==> config.mk <==
export PLATFORM = sky130hd
export DESIGN_NAME = neg_msg_builder
export DESIGN_NICKNAME = d
export VERILOG_FILES = /design/src/rtl/neg_pkg.sv /design/src/rtl/neg_period.sv /design/src/rtl/neg_byte_sel.sv /design/src/rtl/neg_seq.sv /design/src/rtl/neg_msg_builder.sv
export SDC_FILE = /design/constraint.sdc
export NUM_CORES = 1
export LEC_CHECK = 0
export BUFFER_PORTS_ARGS = -buffer_cell sky130_fd_sc_hd__buf_2
export CORE_MARGIN = 8
export CORE_UTILIZATION = 50
export CTS_BUF_LIST = sky130_fd_sc_hd__clkbuf_4 sky130_fd_sc_hd__clkbuf_8
export DETAILED_ROUTE_END_ITERATION = 6
export PLACE_DENSITY = 0.85
export RECOVER_POWER = 100
export SLEW_MARGIN = 10
export SYNTH_ARGS = -nofsm -noshare
export SYNTH_HDL_FRONTEND = slang
export SYNTH_SLANG_ARGS = --single-unit
==> constraint.sdc <==
create_clock -name clk -period 1.8 [get_ports clk]
set_input_delay 0.18 -clock clk [delete_from_list [all_inputs] [get_ports clk]]
set_output_delay 0.18 -clock clk [all_outputs]
set_load 0.02 [all_outputs]
==> src/rtl/neg_pkg.sv <==
package neg_pkg;

  typedef enum logic [1:0] {
    ST_IDLE = 2'd0,
    ST_EMIT = 2'd1,
    ST_DONE = 2'd2
  } neg_state_e;

  typedef enum logic {
    KIND_WIDE = 1'b0,
    KIND_SYNC = 1'b1
  } neg_kind_e;

  localparam int WIDE_LEN = 4;
  localparam int SYNC_LEN = 5;
  localparam int MSG_MAX  = 5;

  localparam logic [7:0] EXT_INTRO  = 8'h01;
  localparam logic [7:0] WIDE_BODY  = 8'h02;
  localparam logic [7:0] SYNC_BODY  = 8'h03;
  localparam logic [7:0] WIDE_CODE  = 8'h03;
  localparam logic [7:0] SYNC_CODE  = 8'h01;
  localparam logic [7:0] PERIOD_ADD = 8'd25;

  // 25*n built as 16n + 8n + n, then quartered, offset and optionally halved
  function automatic logic [7:0] period_from_index(input logic [2:0] idx,
                                                   input logic ultra);
    logic [7:0] prod;
    logic [7:0] sum;
    prod = {1'b0, idx, 4'b0000} + {2'b00, idx, 3'b000} + {5'b00000, idx};
    sum  = {2'b00, prod[7:2]} + PERIOD_ADD;
    return ultra ? {1'b0, sum[7:1]} : sum;
  endfunction

  function automatic logic [7:0] offset_pick(input logic       initiate,
                                             input logic       wide,
                                             input logic [3:0] stored,
                                             input logic [7:0] narrow_max,
                                             input logic [7:0] wide_max);
    if (!initiate) return {4'b0000, stored};
    return wide ? wide_max : narrow_max;
  endfunction

endpackage

==> src/rtl/neg_period.sv <==
module neg_period (
  input  logic [2:0] rate_idx,
  input  logic       ultra,
  output logic [7:0] period
);
  import neg_pkg::*;

  always_comb period = period_from_index(rate_idx, ultra);

endmodule

==> src/rtl/neg_byte_sel.sv <==
module neg_byte_sel (
  input  neg_pkg::neg_kind_e kind,
  input  logic [2:0]         pos,
  input  logic               width_flag,
  input  logic [7:0]         period,
  input  logic [7:0]         offset,
  output logic [7:0]         data
);
  import neg_pkg::*;

  logic [7:0] wide_img [WIDE_LEN];
  logic [7:0] sync_img [SYNC_LEN];
  logic [7:0] slot     [MSG_MAX];
  logic [MSG_MAX-1:0] hit;

  always_comb begin
    wide_img[0] = EXT_INTRO;
    wide_img[1] = WIDE_BODY;
    wide_img[2] = WIDE_CODE;
    wide_img[3] = {7'b0000000, width_flag};
    sync_img[0] = EXT_INTRO;
    sync_img[1] = SYNC_BODY;
    sync_img[2] = SYNC_CODE;
    sync_img[3] = period;
    sync_img[4] = offset;
  end

  // one-hot position decode feeding an AND-OR output mux
  for (genvar g = 0; g < MSG_MAX; g++) begin : g_slot
    assign hit[g] = (pos == 3'(g));
    if (g < WIDE_LEN) begin : g_both
      assign slot[g] = (kind == KIND_WIDE) ? wide_img[g] : sync_img[g];
    end else begin : g_sync_only
      assign slot[g] = (kind == KIND_WIDE) ? 8'h00 : sync_img[g];
    end
  end

  always_comb begin
    data = 8'h00;
    for (int i = 0; i < MSG_MAX; i++) begin
      data = data | (slot[i] & {8{hit[i]}});
    end
  end

endmodule

==> src/rtl/neg_seq.sv <==
module neg_seq #(
  parameter int ADDR_W = 8,
  parameter int CNT_W  = 3
) (
  input  logic              clk,
  input  logic              rst_n,
  input  logic              req,
  input  logic              want_any,
  input  logic [CNT_W-1:0]  last_idx,
  input  logic [ADDR_W-1:0] base,
  output logic              accept,
  output logic              busy,
  output logic              emit,
  output logic [CNT_W-1:0]  pos,
  output logic [ADDR_W-1:0] addr,
  output logic              done,
  output logic [ADDR_W-1:0] len,
  output logic              err
);
  import neg_pkg::*;

  neg_state_e        state;
  logic [CNT_W-1:0]  last_q;
  logic [ADDR_W-1:0] base_q;
  logic              at_last;

  assign busy    = (state != ST_IDLE);
  assign accept  = req && want_any && !busy;
  assign emit    = (state == ST_EMIT);
  assign done    = (state == ST_DONE);
  assign at_last = (pos == last_q);
  assign addr    = base_q + ADDR_W'(pos);

  always_ff @(posedge clk) begin
    if (!rst_n) begin
      state  <= ST_IDLE;
      pos    <= '0;
      last_q <= '0;
      base_q <= '0;
      len    <= '0;
      err    <= 1'b0;
    end else begin
      err <= req && busy;
      unique case (state)
        ST_IDLE: begin
          if (accept) begin
            state  <= ST_EMIT;
            pos    <= '0;
            last_q <= last_idx;
            base_q <= base;
          end
        end
        ST_EMIT: begin
          if (at_last) begin
            state <= ST_DONE;
            len   <= base_q + ADDR_W'(last_q) + ADDR_W'(1);
          end else begin
            pos <= pos + CNT_W'(1);
          end
        end
        ST_DONE: state <= ST_IDLE;
        default: state <= ST_IDLE;
      endcase
    end
  end

endmodule

==> src/rtl/neg_msg_builder.sv <==
module neg_msg_builder #(
  parameter int ADDR_W        = 8,
  parameter int NARROW_OFFSET = 15,
  parameter int WIDE_OFFSET   = 8
) (
  input  logic              clk,
  input  logic              rst_n,
  input  logic              build_req,
  input  logic              want_wide,
  input  logic              want_sync,
  input  logic [7:0]        scratch,
  input  logic              ultra_on,
  input  logic              bus_wide,
  input  logic              init_side,
  input  logic [ADDR_W-1:0] base_len,
  output logic              wr_en,
  output logic [ADDR_W-1:0] wr_addr,
  output logic [7:0]        wr_data,
  output logic [ADDR_W-1:0] msg_len,
  output logic              done,
  output logic              busy_err
);
  import neg_pkg::*;

  localparam int CNT_W = $clog2(MSG_MAX);
  localparam logic [7:0] NARROW_MAX = 8'(NARROW_OFFSET);
  localparam logic [7:0] WIDE_MAX   = 8'(WIDE_OFFSET);

  // named internal events, also observed by the bound checker
  logic             accept;
  logic             busy;
  logic             emit;
  logic             want_any;
  neg_kind_e        req_kind;
  logic [CNT_W-1:0] req_last;
  logic [CNT_W-1:0] pos;

  // request fields frozen at acceptance
  neg_kind_e  cap_kind;
  logic [7:0] cap_scr;
  logic       cap_ultra;
  logic       cap_wide;
  logic       cap_init;

  logic [7:0] period;
  logic [7:0] offset;

  assign want_any = want_wide | want_sync;
  assign req_kind = want_wide ? KIND_WIDE : KIND_SYNC;
  assign req_last = (req_kind == KIND_WIDE) ? CNT_W'(WIDE_LEN - 1)
                                            : CNT_W'(SYNC_LEN - 1);

  always_ff @(posedge clk) begin
    if (!rst_n) begin
      cap_kind  <= KIND_WIDE;
      cap_scr   <= '0;
      cap_ultra <= 1'b0;
      cap_wide  <= 1'b0;
      cap_init  <= 1'b0;
    end else if (accept) begin
      cap_kind  <= req_kind;
      cap_scr   <= scratch;
      cap_ultra <= ultra_on;
      cap_wide  <= bus_wide;
      cap_init  <= init_side;
    end
  end

  neg_seq #(.ADDR_W(ADDR_W), .CNT_W(CNT_W)) u_seq (
    .clk      (clk),
    .rst_n    (rst_n),
    .req      (build_req),
    .want_any (want_any),
    .last_idx (req_last),
    .base     (base_len),
    .accept   (accept),
    .busy     (busy),
    .emit     (emit),
    .pos      (pos),
    .addr     (wr_addr),
    .done     (done),
    .len      (msg_len),
    .err      (busy_err)
  );

  neg_period u_period (
    .rate_idx (cap_scr[6:4]),
    .ultra    (cap_ultra),
    .period   (period)
  );

  assign offset = offset_pick(cap_init, cap_wide, cap_scr[3:0], NARROW_MAX, WIDE_MAX);

  neg_byte_sel u_bytes (
    .kind       (cap_kind),
    .pos        (pos),
    .width_flag (cap_scr[7]),
    .period     (period),
    .offset     (offset),
    .data       (wr_data)
  );

  assign wr_en = emit;

endmodule

# == Word-level counts from Yosys, hierarchy flattened ==
# Cells that the tools add are included.
# W data, S select, Z words.
# op_classes
n_bitwise,9
reduce_logical,12
n_addsub,7
muxes,15
n_eq_ne,10
# ops
operator,count
$and A8 B8 Y8,4
$add A8 B3 Y8,3
$or A8 B8 Y8,3
$mux W8,2
$mux W3,4
$add A7 B6 Y8,1
$add A8 B1 Y8 const B,1
$mux W4,2
$or A1 B8 Y8,1
$add A6 B5 Y7 const B,1
$eq A3 B2 Y1 const B,2
$mux W2,3
$pmux W3 S2,1
$reduce_and A2 Y1,3
$ne A2 B2 Y1 const B,2
$pmux W2 S2,1
$reduce_bool A2 Y1,2
$add A3 B1 Y3 const B,1
$eq A3 B1 Y1 const B,1
$eq A3 B3 Y1,1
$eq A3 B3 Y1 const B,1
$logic_and A1 B1 Y1,3
$logic_not A3 Y1,1
$reduce_and A3 Y1,1
other kinds (7),8
# totals
word_cells,64
reg_bits,37
out_inout_bits,27

# == Depth between registers and ports, before layout ==
# Gate-level depths: netlist (run 1).
# depth
word_depth,8
mapped_depth,8
ltp_nobuf,8

# == Cells and area by module ==
# From an unflattened synthesis (run 1), not the netlist that was laid out.
# unflattened
cells_unflattened,279
area_unflattened_um2,2419.8
# modules_own_cells
mod,seq_area_each_um2,instances,area_per_inst_um2,cells_per_inst
neg_seq,500.5,1,1372.6,156
neg_msg_builder,240.2,1,520.5,50
neg_period,0.0,1,342.8,47
neg_byte_sel,0.0,1,183.9,26

# == Worst setup path before layout (run 1) ==
# Ideal clock, no wire load.
# synth_timing
kind,reg-to-output
from,register cap_scr[6]
to,output port wr_data[5]
path_slack_ns,-0.452
n_path_buf,0
arrival_time_ns,2.072
stages_incl_launch_ff,7
required_time_ns,1.620
path_cell_list,dfxtp_1 -> inv_1 -> fa_1 -> xor2_1 -> and3_1 -> o21a_1 -> a211oi_1
# synth_between
elab_chain_len,8
# synth_rtl
element,line,rtl
start: declaration,neg_msg_builder.sv:40,logic [7:0] cap_scr;
start signal: assignment,neg_msg_builder.sv:62,cap_scr <= scratch;
$add A7 B6 Y8,neg_pkg.sv:30,"prod = {1'b0, idx, 4'b0000} + {2'b00, idx, 3'b000} + {5'b00000, idx};"
$add A8 B3 Y8 (*),neg_pkg.sv:30,
$add A6 B5 Y7 (*),neg_pkg.sv:31,"sum = {2'b00, prod[7:2]} + PERIOD_ADD;"
$mux W8 (*),neg_pkg.sv:32,"return ultra ? {1'b0, sum[7:1]} : sum;"
$mux W8 (*),neg_byte_sel.sv:32,assign slot[g] = (kind == KIND_WIDE) ? wide_img[g] : sync_img[g];
$and A8 B8 Y8 (*),neg_byte_sel.sv:41,data = data | (slot[i] & {8{hit[i]}});
$or A8 B8 Y8 (*) (2 in series),neg_byte_sel.sv:41,
end: declaration,neg_msg_builder.sv:18,"output logic [7:0] wr_data,"
# Every way passes the cells marked *; elsewhere a longest branch is shown, timed or not.

# == Worst setup path after layout (run 1) ==
# layout_timing
from,register cap_scr[5]
to,output port wr_data[5]
# The elaborated chain is that of the path after synthesis.

==> reports/summary.txt, run 1 <==
Layout area overhead - 42.9%
RSZ-0062 raised after global routing - true
Synth unique cells - 42
CP Capture Type - output pin
ANT nets after route - 0
Syn Inst Count - 259
Synth Warn # - 0
Total Wirelength - 6060 um
Pwr Total - 2.13 mW
Sequential area share after synthesis - 0.326
Compound-Gate Fraction of Synth Area - 0.218
GPL Wtd Cong - 0.816
R2r setup slk - -0.04 ns
Post-layout util - 0.725
Post-Layout Cell Count - 380
Ys flop type - dfxtp_1
PwrDens - 693 nW/um^2
CTS sink cnt - 35
Setup Skew - 0.00903 ns
Gr usage total - 0.185
I/O pin count - 51
Status - finished, violations left
WP data arrival - 2.08 ns
DP Cell Count - 367
Leakage - 1.26 nW
Yosys reg bits - 35
Pin slew with the least headroom to its limit - 0.600 ns
Max_cap viols - 0
Xor and xnor area share after synthesis - 0.0693
Simple-Gate Fraction of Synth Area - 0.186
DPL Wire Length - 3840 um
Via count - 1999
Min cycle time layout - 2.26 ns
Root buf cell - clkbuf_8
Adder-cell share of the synthesized area - 0.121
CORE AREA - 4230 um^2
Rel. slew slack - 0.600
Vias in the first global route - 2014
First-pass GRT wire length - 9760 um
Die area - 6650 um^2
Starting Density - 0.507
Critical Path RT - 1.62 ns
Final Hold Fails - 0
Post-Synthesis Cell Area - 2150 um^2
Chip width - 81.6 um
Max Freq - 0.443 GHz
DR iter-0 viols - 135
DRC viols - 0
Clk Latency, worst-skew pair - 0.29 ns
Pre-CTS setup slack - -0.240 ns
Grt total ovfl - 0
DRT Pass-1 Iters - 4
Hold WC Path Type - primary input to register
Vias/cell - 5.26
CTS tree - yes
Final nets - 370
Critical path type - register to output pin
Fin crit share - 1.26
Pins Over Slew Limit - 0
Port Buffer Count - 49
Routed WL per cell - 15.9 um
EDFF count, synth - 0
Async S/R FF share, synth - 0
Failing checks - negative setup slack
Diodes inserted - 0
H-tree Lvls - 2
Synth Area per Inst - 8.29 um^2
Crit path max fanout - 3
Setup violators final - 14
Largest net degree at the start of global routing - 39
Mux contribution to synthesized area - 0.0186
Total CTS buffers - 5
Worst VDD drop - 0.000443 V
Element type at the critical path start - register
Reg clk slew, reported paths - 0.07 ns
Syn Nets - 302
Standard-cell rows - 24
Initial antenna violation count - 0
Die H - 81.6 um
Final setup margin - -0.459 ns
CTS Buffer Depth - 2
Layout cells sized above 1 - 0.402
Largest family of logic cells by synthesized area - compound AO/OA/AOI/OAI gates
==> through the flow <==
stage	setup TNS, ns	hold WS [ns]	cell area (um^2)
2_1_floorplan	-0.250	0.269	2240
3_3_place_gp	-0.515	0.418	2640
3_5_place_dp	-0.882	0.423	2640
4_1_cts	-2.84	0.120	3000
5_1_grt	-4.72	0.137	3070
6_report	-3.36	0.125	3070
==> report_power, final <==
group	internal (mW)	total, mW	switching (mW)
Clock	0.448	0.744	0.296
Sequential	0.825	0.874	0.0494
Combinational	0.228	0.510	0.282
Total	1.50	2.13	0.627
==> layer usage <==
layer	global-route usage	up-vias	part of all wire
met2	0.313	56	0.49
met4	0.0661	0	0.015
met1	0.232	937	0.45
li1	-	996	-
met5	0	-	0
met3	0.0306	10	0.043
==> placed cells by master, fill, tap and decap left out, drive strengths merged, types with 4 or more instances in the layout <==
cell type and n:
a211oi 5, a21boi 20, a21oi 15, buf 60, clkbuf 20, dfxtp 35, ha 16, inv 16
mux2i 4, nand2 51, nand3 4, nor2 11, nor2b 8, o21ai 11, xnor2 10, xor2 7
==> cells in the mapped netlist (2+ instances only) <==
cell / count / share of area
nor3_1: 2 / 0.0047
a21oi_2: 2 / 0.0082
dfxtp_1: 35 / 0.33
xor2_1: 7 / 0.029
xnor2_1: 10 / 0.041
a21boi_0: 20 / 0.070
a211oi_1: 4 / 0.014
o221ai_1: 2 / 0.0082
clkbuf_1: 8 / 0.014
o21ai_0: 9 / 0.021
and3_1: 2 / 0.0058
o211a_1: 3 / 0.014
o21a_1: 2 / 0.0070
fa_1: 3 / 0.028
buf_4: 3 / 0.010
mux2i_1: 4 / 0.019
nor3b_1: 2 / 0.0070
nor2b_1: 8 / 0.023
nand3_1: 4 / 0.0093
nor2_1: 11 / 0.019
nand2_1: 51 / 0.089
a21oi_1: 13 / 0.030
ha_1: 16 / 0.093
o211ai_1: 3 / 0.010
nand2b_1: 3 / 0.0087
inv_1: 16 / 0.028
==> what timing repair did <==
action,in CTS,in global routing
pin swaps,26,3
gates resized for setup,52,20
hold buffers,0,0
buffers inserted,4,1
setup endpoints to repair,16,15
==> final timing paths <==
path / to / startpoint / depth (start not counted)
hold reg to reg: u_seq.len[3] / u_seq.len[3] / 2
setup reg to reg: u_seq.len[5] / u_seq.pos[0] / 7
setup / recovery: wr_data[5] / cap_scr[5] / 8
hold / removal: u_seq.err / build_req / 3
==> critical path: stages (launching register included) <==
cell and delay (ns):
dfxtp_4 0.37, ha_4 0.13, inv_2 0.03, fa_2 0.37, nor3b_2 0.22, o21ai_2 0.11, xor2_2 0.18, a211oi_4 0.22
buf_6 0.15
==> flip-flops by register name, summed over array words and instances, names as in the netlist <==
| signal | flops |
|---|---|
| cap_scr | 8 |
| u_seq.base_q | 8 |
| u_seq.len | 8 |
| u_seq.pos | 3 |
| u_seq.state | 2 |
| cap_init | 1 |
| cap_kind | 1 |
| cap_ultra | 1 |
| cap_wide | 1 |
| u_seq.err | 1 |
| u_seq.last_q | 1 |
==> layout make-up <==
cell class,instances,area [um^2]
fill,293,1160
sequential,35,713
clock buffer,6,82.6
tap,52,65.1
inverter,16,62.6
clock inverter,2,35.0
timing repair buffer,74,497
multi-input combinational,195,1620
==> cell families (layout without fill, tap and decap cells) <==
logic type,count (synthesis),in the layout
flops,35,35
xor+xnor,17,17
simple gates,88,88
compound gates,66,66
mux,4,4
fa+ha+maj,19,19
other cells,1,1
buf+inv,29,98
Note: power is estimated with default switching activity, not from simulation.
==> run 2: changes to the inputs <==
--- a/config.mk
+++ b/config.mk
@@ -6,7 +6,7 @@
 export NUM_CORES = 1
 export LEC_CHECK = 0
 export BUFFER_PORTS_ARGS = -buffer_cell sky130_fd_sc_hd__buf_2
-export CORE_MARGIN = 8
+export CORE_MARGIN = 3
 export CORE_UTILIZATION = 50
 export CTS_BUF_LIST = sky130_fd_sc_hd__clkbuf_4 sky130_fd_sc_hd__clkbuf_8
 export DETAILED_ROUTE_END_ITERATION = 6
==> reports/summary.txt, run 2 (synthesis gave the netlist of run 1 again) <==
Status - finished, violations left (unchanged)
Failing checks - negative setup slack (unchanged)
Commonest non-fill, non-tap cell in the layout - nand2_1 (unchanged)
Total Wirelength - 5390 um (was 6060 um)
DRC viols - 0 (unchanged)
Port Buffer Count - 49 (unchanged)
Rel. slew slack - 0.616 (was 0.600)
Worst VDD drop - 0.000414 V (was 0.000443 V)
Fin crit share - 1.27 (was 1.26)
Max_cap viols - 0 (unchanged)
Final Hold Fails - 0 (unchanged)
ANT nets after route - 0 (unchanged)
Largest registers - cap_scr x8, u_seq.base_q x8, u_seq.len x8 (unchanged)
Setup violators final - 11 (was 14)
Hold path depth - 3 (unchanged)
Final Cell Area - 2870 um^2 (was 3070 um^2)
Via count - 2006 (was 1999)
Worst hold endpoint - u_seq.err (unchanged)
Critical Path RT - 1.62 ns (about the same)
Pin slew with the least headroom to its limit - 0.576 ns (was 0.600 ns)
Pins Over Slew Limit - 0 (unchanged)
Pwr Total - 1.89 mW (was 2.13 mW)
Chip width - 71.6 um (was 81.6 um)
R2r setup slk - 0.03 ns (was -0.04 ns)
Critical path type - register to output pin (unchanged)
CTS tree - yes (unchanged)
Vias/cell - 5.36 (was 5.26)
CTS Buffer Depth - 2 (unchanged)
CORE AREA - 4090 um^2 (was 4230 um^2)
I/O pin count - 51 (unchanged)
Root buf cell - clkbuf_8 (unchanged)
Leakage - 1.19 nW (was 1.26 nW)
Diodes inserted - 0 (unchanged)
Final nets - 366 (was 370)
DR iter-0 viols - 131 (was 135)
Reg clk slew, reported paths - 0.07 ns (about the same)
H-tree Lvls - 2 (unchanged)
First-pass GRT wire length - 9140 um (was 9760 um)
Die area - 5120 um^2 (was 6650 um^2)
Initial antenna violation count - 0 (unchanged)
Clk Latency, worst-skew pair - 0.29 ns (about the same)
Final setup margin - -0.479 ns (was -0.459 ns)
Element type at the critical path start - register (unchanged)
Worst Setup SP - cap_scr[5] (unchanged)
Commonest non-fill, non-tap cells in the layout - nand2_1, dfxtp_1, buf_2, buf_4, a21boi_0 (was nand2_1, dfxtp_1, buf_4, buf_2, a21boi_0)
Register Area - 712 um^2 (was 713 um^2)
CP Capture Type - output pin (unchanged)
Grt total ovfl - 0 (unchanged)
Fill count - 320 (was 293)
CTS Hold Bufs - 0 (unchanged)
PwrDens - 658 nW/um^2 (was 693 nW/um^2)
Setup Skew - 0.00632 ns (was 0.00903 ns)
RSZ-0062 raised after global routing - true (unchanged)
Hold WC Path Type - primary input to register (unchanged)
Origin of the critical flop-to-flop path - u_seq.base_q[0] (was u_seq.pos[0])
GPL Wtd Cong - 0.871 (was 0.816)
Die H - 71.6 um (was 81.6 um)
Max Freq - 0.439 GHz (was 0.443 GHz)
DRT Pass-1 Iters - 4 (unchanged)
Largest net degree at the start of global routing - 39 (unchanged)
Total CTS buffers - 5 (unchanged)
Layout area overhead - 33.6% (was 42.9%)
Standard-cell rows - 23 (was 24)
Starting Density - 0.526 (was 0.507)
Min cycle time layout - 2.28 ns (was 2.26 ns)
Capturing point of the worst reg2reg path - u_seq.len[4] (was u_seq.len[5])
Routed WL per cell - 14.4 um (was 15.9 um)
Vias in the first global route - 1941 (was 2014)
Area occupied by multi-input gates - 1520 um^2 (was 1620 um^2)
CTS sink cnt - 35 (unchanged)
DP Area - 2630 um^2 (was 2640 um^2)
Layout cells sized above 1 - 0.367 (was 0.402)
DPL Wire Length - 3640 um (was 3840 um)
Cell depth of the worst flop-to-flop path - 9 (was 7)
WP data arrival - 2.10 ns (was 2.08 ns)
Gr usage total - 0.224 (was 0.185)
Crit path max fanout - 4 (was 3)
Min-delay src - build_req (unchanged)
==> run 2: power by group <==
part	total, mW	leakage [nW]	internal [mW]	switching [mW]
registers	0.872	0.289	0.825	0.0470
clock network	0.551	0.0477	0.264	0.287
logic	0.467	0.857	0.201	0.266
==> run 2: through the flow <==
step                 util  cells  TNS, ns  hold WS, ns  setup WS, ns
floorplan               -    259   -0.250        0.269        -0.119
global placement    0.644    363   -0.570        0.421        -0.170
detailed placement  0.644    363   -0.906        0.425        -0.236
CTS                 0.698    372    -2.78        0.116        -0.461
global route        0.702    374    -4.24        0.146        -0.557
finish              0.702    374    -3.03        0.120        -0.479
==> run 2: repair_timing <==
item                                    in CTS  in global routing
resized for setup                           37                 15
pin swaps                                   14                 11
endpoints found under the setup margin      13                 16
setup buffers                                1                  3
==> run 2: worst max-delay path by stage <==
stage / end / slack (ns) / cells after the start
CTS: wr_data[5] / -0.46 / 8
finish: wr_data[5] / -0.48 / 8
detailed placement: wr_data[4] / -0.24 / 8
floorplan: wr_data[4] / -0.12 / 7
global route: wr_data[5] / -0.56 / 8
global placement: wr_data[4] / -0.17 / 8
==> run 2: critical path, stage by stage, from the launching register on <==
cell and delay [ns]:
dfxtp_4 0.37, ha_4 0.13, inv_2 0.04, fa_2 0.37, xor2_1 0.18, and3_4 0.20, o21a_1 0.22, a211oi_4 0.17
buf_6 0.15
==> run 2: cell type report <==
cell class	instances	share of cell area
clock buffer	5	0.0240
clock inverter	3	0.00523
inverter	16	0.0218
multi-input combinational	195	0.530
sequential	35	0.248
tap	50	0.0218
timing repair buffer	70	0.149
==> run 2: layer usage <==
metal / vias to the layer above / global-route usage / routed length, um
met1: 941 / 0.289 / 2310
met4: 0 / 0.0731 / 114
li1: 998 / - / -
met2: 55 / 0.378 / 2690
met5: - / 0 / 0
met3: 12 / 0.0407 / 282
==> run 3: changes to the inputs <==
--- a/config.mk
+++ b/config.mk
@@ -6,11 +6,13 @@
 export NUM_CORES = 1
 export LEC_CHECK = 0
 export BUFFER_PORTS_ARGS = -buffer_cell sky130_fd_sc_hd__buf_2
+export CELL_PAD_IN_SITES_DETAIL_PLACEMENT = 0
+export CELL_PAD_IN_SITES_GLOBAL_PLACEMENT = 1
 export CORE_MARGIN = 3
-export CORE_UTILIZATION = 50
+export CORE_UTILIZATION = 37
 export CTS_BUF_LIST = sky130_fd_sc_hd__clkbuf_4 sky130_fd_sc_hd__clkbuf_8
 export DETAILED_ROUTE_END_ITERATION = 6
-export PLACE_DENSITY = 0.85
+export PLACE_DENSITY = 0.86
 export RECOVER_POWER = 100
 export SLEW_MARGIN = 10
 export SYNTH_ARGS = -nofsm -noshare
==> reports/summary.txt, run 3 (synthesis gave the netlist of run 1 again) <==
Reg clk slew, reported paths - 0.07 ns (about the same)
DR iter-0 viols - 66 (was 131)
Standard-cell rows - 27 (was 23)
WP data arrival - 2.14 ns (was 2.10 ns)
Crit path max fanout - 3 (was 4)
Rel. slew slack - 0.608 (was 0.616)
H-tree Lvls - 2 (unchanged)
Layout area overhead - 41.9% (was 33.6%)
Final Hold Fails - 0 (unchanged)
Port Buffer Count - 49 (unchanged)
Hold WS - 0.118 ns (was 0.120 ns)
CP Capture Type - output pin (unchanged)
Clk Latency, worst-skew pair - 0.29 ns (about the same)
Worst VDD drop - 0.000449 V (was 0.000414 V)
DRC viols - 0 (unchanged)
Routed WL per cell - 13.6 um (was 14.4 um)
CORE AREA - 5570 um^2 (was 4090 um^2)
Critical path type - register to output pin (unchanged)
Fin crit share - 1.29 (was 1.27)
Total Wirelength - 5390 um (about the same)
Fin Setup TNS - -3.10 ns (was -3.03 ns)
Slowest cell on crit path - fa_2 (was dfxtp_4)
CTS Buffer Depth - 2 (unchanged)
Total CTS buffers - 5 (unchanged)
PwrDens - 661 nW/um^2 (was 658 nW/um^2)
Initial antenna violation count - 0 (unchanged)
Die H - 82.2 um (was 71.6 um)
Vias in the first global route - 1883 (was 1941)
Starting Density - 0.385 (was 0.526)
CTS Hold Bufs - 0 (unchanged)
Min cycle time layout - 2.32 ns (was 2.28 ns)
DRT Pass-1 Iters - 4 (unchanged)
Max_cap viols - 0 (unchanged)
Hold WC Path Type - primary input to register (unchanged)
Diodes inserted - 0 (unchanged)
Grt total ovfl - 0 (unchanged)
Vias/cell - 4.92 (was 5.36)
Largest registers - cap_scr x8, u_seq.base_q x8, u_seq.len x8 (unchanged)
Chip width - 82.2 um (was 71.6 um)
Pwr Total - 2.01 mW (was 1.89 mW)
Via count - 1953 (was 2006)
Pin slew with the least headroom to its limit - 0.588 ns (was 0.576 ns)
I/O pin count - 51 (unchanged)
ANT nets after route - 0 (unchanged)
Critical Path Max Stage Delay - 0.39 ns (was 0.37 ns)
RSZ-0062 raised after global routing - true (unchanged)
Status - finished, violations left (unchanged)
Critical Path RT - 1.62 ns (about the same)
Top Family by Delay on Critical Path - adder cells (unchanged)
CTS tree - yes (unchanged)
Failing checks - negative setup slack (unchanged)
Crit path buf inv count - 2 (unchanged)
Element type at the critical path start - register (unchanged)
Gr usage total - 0.163 (was 0.224)
Pins Over Slew Limit - 0 (unchanged)
Leakage - 1.24 nW (was 1.19 nW)
Pre-CTS setup slack - -0.257 ns (was -0.236 ns)
First-pass GRT wire length - 8540 um (was 9140 um)
Final nets - 367 (was 366)
Die area - 6760 um^2 (was 5120 um^2)
Commonest non-fill, non-tap cells in the layout - nand2_1, dfxtp_1, buf_4, buf_2, a21boi_0 (was nand2_1, dfxtp_1, buf_2, buf_4, a21boi_0)
Final setup margin - -0.522 ns (was -0.479 ns)
DPL Wire Length - 3790 um (was 3640 um)
CTS sink cnt - 35 (unchanged)
GPL Wtd Cong - 0.817 (was 0.871)
Setup violators final - 10 (was 11)
Setup Skew - 0.00622 ns (was 0.00632 ns)
Layout cells sized above 1 - 0.391 (was 0.367)
Root buf cell - clkbuf_8 (unchanged)
Commonest non-fill, non-tap cell in the layout - nand2_1 (unchanged)
Critical path cell sequence - ha_4 -> inv_2 -> fa_2 -> nor3b_2 -> o21ai_2 -> xor2_2 -> a211oi_2 -> buf_4 (was ha_4 -> inv_2 -> fa_2 -> xor2_1 -> and3_4 -> o21a_1 -> a211oi_4 -> buf_6)
Max Freq - 0.431 GHz (was 0.439 GHz)
Largest net degree at the start of global routing - 39 (unchanged)
## run 3: power by group
group	switching [mW]	leakage, nW	internal, mW
Combinational	0.274	0.896	0.226
Sequential	0.0479	0.290	0.823
Clock	0.278	0.0549	0.364
## run 3: path summary, 6_finish.rpt
path                            slack (ns)            start  cells after the start           end
worst min register to register        0.46     u_seq.len[3]                      2  u_seq.len[3]
worst min-delay path                  0.12        want_wide                      2      cap_kind
worst max register to register        0.08  u_seq.base_q[0]                      9  u_seq.len[6]
worst max-delay path                 -0.52       cap_scr[4]                      8    wr_data[4]
## run 3: area by class of cell
cell class | count | area [um^2]
Fill cell | 532 | 2530
Multi-Input combinational cell | 195 | 1610
Sequential cell | 35 | 716
Timing Repair Buffer | 71 | 464
Clock buffer | 8 | 104
Tap cell | 72 | 90.1
Inverter | 16 | 65.1
## run 3: through the flow
stage | instances | util | area [um^2]
floorplan | 259 | - | 2240
CTS | 394 | 0.522 | 2910
global route | 397 | 0.547 | 3050
global placement | 386 | 0.478 | 2670
finish | 397 | 0.547 | 3050
detailed placement | 386 | 0.478 | 2670
## run 3: routing by layer
metal  share of wire  global-route usage
met5               0                   0
met4           0.017              0.0449
met3           0.058              0.0456
met2            0.48               0.259
met1            0.45               0.215
## run 3: repair_timing
action                     4_1_cts  5_1_grt
resized for setup               38       31
pin swaps                        9       18
setup buffers                    0        3
setup endpoints to repair       13       16
